==> config.mk <==
export PLATFORM = sky130hd
export DESIGN_NAME = pair_simd_rules
export DESIGN_NICKNAME = d
export VERILOG_FILES = /design/src/rtl/pairchk_pkg.sv /design/src/rtl/pair_simd_rules.sv
export SDC_FILE = /design/constraint.sdc
export NUM_CORES = 1
export LEC_CHECK = 0
export BUFFER_PORTS_ARGS = -buffer_cell sky130_fd_sc_hd__buf_2
export CAP_MARGIN = 25
export CORE_AREA = 5 5 42 44
export DETAILED_ROUTE_END_ITERATION = 10
export DIE_AREA = 0 0 47 49
export GPL_TIMING_DRIVEN = 1
export SYNTH_ARGS = -nofsm -noshare
export SYNTH_HDL_FRONTEND = slang
export SYNTH_SLANG_ARGS = --single-unit
export TNS_END_PERCENT = 50
==> constraint.sdc <==
create_clock -name vclk -period 1.25
set_input_delay 0.1875 -clock vclk [all_inputs]
set_output_delay 0.1875 -clock vclk [all_outputs]
set_load 0.005 [all_outputs]
==> src/rtl/pairchk_pkg.sv <==
package pairchk_pkg;

  parameter int IREG_N    = 8;
  parameter int SREG_N    = 8;
  parameter int NSRC      = 2;
  parameter int LEN_W     = 4;
  parameter int MAX_V_LEN = 7;

  localparam int IREG_W = $clog2(IREG_N);
  localparam int SREG_W = $clog2(SREG_N);

  typedef enum logic [1:0] {
    CLS_INT  = 2'd0,
    CLS_SIMD = 2'd1,
    CLS_FP   = 2'd2,
    CLS_RSVD = 2'd3
  } cls_e;

  typedef enum logic [1:0] {
    CAT_UV = 2'd0,
    CAT_PU = 2'd1,
    CAT_PV = 2'd2,
    CAT_NP = 2'd3
  } cat_e;

  typedef enum logic [1:0] {
    PART_LO = 2'd0,
    PART_HI = 2'd1,
    PART_W  = 2'd2,
    PART_D  = 2'd3
  } part_e;

  typedef struct packed {
    logic              vld;
    logic [IREG_W-1:0] idx;
    part_e             part;
  } ireg_t;

  typedef struct packed {
    logic              vld;
    logic [SREG_W-1:0] idx;
  } sreg_t;

  typedef struct packed {
    logic                  vld;
    cls_e                  cls;
    cat_e                  cat;
    logic [LEN_W-1:0]      len;
    logic                  branch;
    logic                  sclr;
    ireg_t                 idst;
    ireg_t [NSRC-1:0]      isrc;
    logic                  flg_wr;
    sreg_t                 sdst;
    sreg_t [NSRC-1:0]      ssrc;
    logic                  shf;
    logic                  mul;
    logic                  port;
    logic                  after_fp;
  } insn_t;

  localparam int INSN_W = $bits(insn_t);

  // Reason bit positions, lowest index has highest priority
  localparam int RSN_PARTNER = 0;
  localparam int RSN_CAT     = 1;
  localparam int RSN_BRANCH  = 2;
  localparam int RSN_LEN     = 3;
  localparam int RSN_MIX     = 4;
  localparam int RSN_PORT    = 5;
  localparam int RSN_UNIT    = 6;
  localparam int RSN_SDEP    = 7;
  localparam int RSN_FLOW    = 8;
  localparam int RSN_OUT     = 9;
  localparam int RSN_N       = 10;

endpackage

==> src/rtl/pair_simd_rules.sv <==
module pair_simd_rules
  import pairchk_pkg::*;
#(
  parameter int NS = NSRC,
  parameter int SW = SREG_W
) (
  input  cls_e             u_cls,
  input  cls_e             v_cls,
  input  logic             u_sclr,
  input  logic             v_sclr,
  input  logic             v_after_fp,
  input  logic             u_shf,
  input  logic             u_mul,
  input  logic             v_shf,
  input  logic             v_mul,
  input  logic             v_port,
  input  logic             u_dst_vld,
  input  logic [SW-1:0]    u_dst_idx,
  input  logic             v_dst_vld,
  input  logic [SW-1:0]    v_dst_idx,
  input  logic [NS-1:0]    v_src_vld,
  input  logic [NS*SW-1:0] v_src_idx,
  output logic             viol_mix,
  output logic             viol_port,
  output logic             viol_unit,
  output logic             viol_sdep
);

  logic          u_simd;
  logic          v_simd;
  logic          both_simd;
  logic [NS-1:0] src_hit;

  assign u_simd    = (u_cls == CLS_SIMD);
  assign v_simd    = (v_cls == CLS_SIMD);
  assign both_simd = u_simd && v_simd;

  // per-source match of U SIMD destination against V SIMD sources
  for (genvar s = 0; s < NS; s++) begin : g_src
    assign src_hit[s] = v_src_vld[s] && (v_src_idx[s*SW +: SW] == u_dst_idx);
  end

  always_comb begin
    viol_mix = ((u_cls == CLS_FP) && v_simd) ||
               (u_simd && (v_cls == CLS_FP)) ||
               u_sclr || v_sclr ||
               (v_simd && v_after_fp);
    viol_port = v_simd && v_port;
    viol_unit = both_simd && ((u_shf && v_shf) || (u_mul && v_mul));
    viol_sdep = both_simd && u_dst_vld &&
                ((v_dst_vld && (v_dst_idx == u_dst_idx)) || (|src_hit));
  end

endmodule

* After elaboration in Yosys (flattened, before gate mapping)
Cells that the tools add are included.
** Storage, ports and cells
- Register bits after elaboration :: 0
- Input port bits :: 28
- Word-level logic and storage cells :: 27
** Cells by class
- Equality and inequality tests :: 7
- Reductions and logical operators :: 20
** Operator list (number)
- $logic_and A1 B1 Y1 :: 13
- $eq A3 B3 Y1 :: 3
- $logic_or A1 B1 Y1 :: 6
- $eq A2 B1 Y1 const B :: 2
- $eq A2 B2 Y1 const B :: 2
- $reduce_or A2 Y1 :: 1

* Logic depth before layout (Yosys ltp)
- Word-level depth :: 6
- Mapped depth :: 3
- Depth with buffers taken out :: 3

* Least setup slack after synthesis
Ideal clock, no wire load.
- Path kind :: in2out
- Start point :: in v_cls[0]
- End point :: out viol_sdep
- Data arrival time :: 0.631 ns
- Required time :: 1.062 ns
- Setup slack :: 0.432 ns
- Stages on the path :: 3
- Path through :: nor2b_1 -> nand4b_1 -> a31oi_1
** Between the ends
- Longest elaborated chain between the ends :: 4
** Ends and longest elaborated chain
- start, declared :: RTL line pair_simd_rules.sv:8 : input cls_e v_cls,
- $eq A2 B1 Y1 :: RTL line pair_simd_rules.sv:35 : assign v_simd = (v_cls == CLS_SIMD);
- $logic_and A1 B1 Y1 :: RTL line pair_simd_rules.sv:36 : assign both_simd = u_simd && v_simd;
- $logic_and A1 B1 Y1 (2 in a row) :: RTL line pair_simd_rules.sv:50 : viol_sdep = both_simd && u_dst_vld &&
- end, declared :: RTL line pair_simd_rules.sv:26 : output logic viol_sdep
Every way passes these cells.

* Worst setup path after layout
Same ends and word-level chain as after synthesis.

==> results by group <==
Layout
  – Register area: 0 um^2
  – Final instance area: around 360 um^2
  – # diodes: 0
  – Filler Cell Count: around 170
  – Area grow syn2layout: 103%
  – Share of layout cells above drive strength 1: ~60%
  – Clock buffers: 0
  – Num sequential: 0
  – Final net count: 85

Status
  – Outcome: finished, final reports clean

Timing
  – Worst slew pin tran: about 0.24 ns
  – Fin. Hold Viols: 0
  – Total negative slack: 0 ns
  – RSZ-0062 raised after global routing: no
  – Max transition margin: a little over four fifths
  – Setup violators final: 0
  – Pins Over Slew Limit: 0
  – Max frequency: around 900 MHz
  – Final period util: between 80% and 90%
  – Tmin final: around 1.1 ns

Synth
  – Sequential fraction of the synthesis area: 0%
  – Post-Syn Instances: 23
  – Synth Area in Simple Gates: 44.3%
  – Largest family of logic cells by synthesized area: XOR/XNOR gates
  – Synth Area in Adders: 0%
  – Syn Std Cell Area: 175 um^2
  – Syn Area/Cell: between 7 and 8 um^2
  – Synth warnings: 0
  – Mux cell area share after synthesis: 0%
  – Netlist cell types: 12
  – Post-synthesis compound-gate area fraction: between 10 and 15%
  – Post-Synth XOR/XNOR Area: 45.0%
  – Synth Net Count: just over 50

Floorplan
  – Initial cell density of the core: about an eighth
  – Total die area: roughly 2300 um^2
  – CORE AREA: roughly 1400 um^2
  – Width of the die: about 47 um
  – Die height: 49 um
  – Row Count: 14
  – Ports: 32

Detailed routing
  – Drt pass-1 iters: 2
  – Vias/cell: around 4.3
  – DRT antenna net count: 0
  – Vias after detailed routing: 305
  – Per-cell routed wire length: around 9.5 um
  – DR DRC count: 0
  – Routed Wire Length: 675 um
  – Initial DRC Count: 3

Worst setup path
  – Critical Path Max Stage Delay: about 0.21 ns
  – CP delay by family, top: simple AND/OR/NAND/NOR gates
  – Crit end category: output port
  – CP Cell Sequence: buf_2, nor2b_1, nand4b_1, a31oi_1, buf_2
  – WP depth: 5
  – Type of origin of the critical path: primary input
  – Slowest CP cell: nor2b_1
  – Crit Path Max Fanout: 4
  – Setup CP Type: in2out
  – CP Data Arrival Time: 0.92 ns
  – Worst Path Required: between 1 and 1.5 ns
  – Most frequent CP cell: buf_2
  – Worst Path Buf+Inv: 2

Global route
  – Grt ovf: 0
  – Largest net degree at the start of global routing: 5
  – Total Routing Usage GR: 5.19%
  – Initial antenna violation count: 0
  – First-pass GRT wire length: about 1000 um
  – Vias in the first global route: 290

Power
  – P_leak: about 0.17 nW
  – Overall power: between 0.09 and 0.1 mW
  – Max rail drop VDD: approximately 0.076 mV
  – Power density over cell area: roughly 270 nW/um^2

Job
  – MaxCap Viol Count: 0

Min path
  – Hold depth: 4
  – Class of the worst hold path: in2out
  – Worst Hold End: viol_mix
  – Min-delay src: v_sclr

Placement
  – Hpwl dp: about 640 um
  – Post-DP Area: 355 um^2
  – GP Congestion: ~0.65
  – Port Buffers: 32

Clocking
  – Postcts setup bufs: 0
  – Hold_buf cts: 0
  – CTS-repair resized insts: 0
-- routing by layer --
metal	track usage (%)	part of all wire [%]	vias up
met4	0	0	0
li1	-	-	151
met5	0	0	-
met3	1.11	27	0
met1	5.43	32	126
met2	10.4	41	28
-- Yosys cell counts (all sizes together) --
master,instances,area share (%)
xnor2,9,45
and4bb,1,7.1
and2,1,3.6
nand4,3,11
o21ai,1,2.9
nor2b,2,7.1
nor3,1,2.9
a31oi,1,3.6
nand4b,1,5.0
a22oi,1,4.3
nand2,1,2.1
nor4bb,1,5.7
-- cell families (layout without fill, tap and decap cells) --
| logic type | count (synthesis) | in the layout |
|---|---|---|
| compound gates | 3 | 3 |
| xor+xnor | 9 | 9 |
| buf+inv | 0 | 32 |
| simple gates | 11 | 11 |
-- stage by stage --
stage / instances / setup slack [ns] / hold WS (ns) / util, %
3_5_place_dp: 71 / 0.146 / 0.633 / 25.4
4_1_cts: 71 / 0.134 / 0.634 / 25.4
6_report: 71 / 0.142 / 0.628 / 25.4
5_1_grt: 71 / 0.0486 / 0.641 / 25.4
2_1_floorplan: 23 / 0.432 / 0.459 / -
3_3_place_gp: 71 / 0.163 / 0.629 / 25.4
-- layout by cell type, fill, tap and decap left out --
master and instances:
a22oi_1 1, and2_1 1, nor3_1 1, buf_2 32, o21ai_0 1, and4bb_2 1
nand2_1 1, nand4_1 3, nor4bb_1 1, nor2b_1 2, nand4b_1 1, xnor2_1 9
a31oi_1 1
-- worst max path at each step --
stage / slack (ns) / startpoint / to
2_1_floorplan: 0.43 / v_cls[0] / viol_sdep
3_3_place_gp: 0.16 / v_cls[1] / viol_sdep
3_5_place_dp: 0.15 / v_cls[1] / viol_sdep
4_1_cts: 0.13 / v_cls[0] / viol_sdep
5_1_grt: 0.05 / u_dst_idx[0] / viol_sdep
6_report: 0.14 / v_cls[0] / viol_sdep
-- report_power, final --
group	internal, mW	switching [mW]	leakage, nW	total (mW)
sequential	0	0	0	0
clock	0	0	0	0
combinational	0.0615	0.0362	0.171	0.0976
total	0.0615	0.0362	0.171	0.0976
-- layout make-up --
class              count  area [um^2]  area share (%)
well taps             16         20.0            5.63
repair buffers        32          160            45.1
multi-input cells     23          175            49.3
Note: power is estimated with default switching activity, not from simulation.
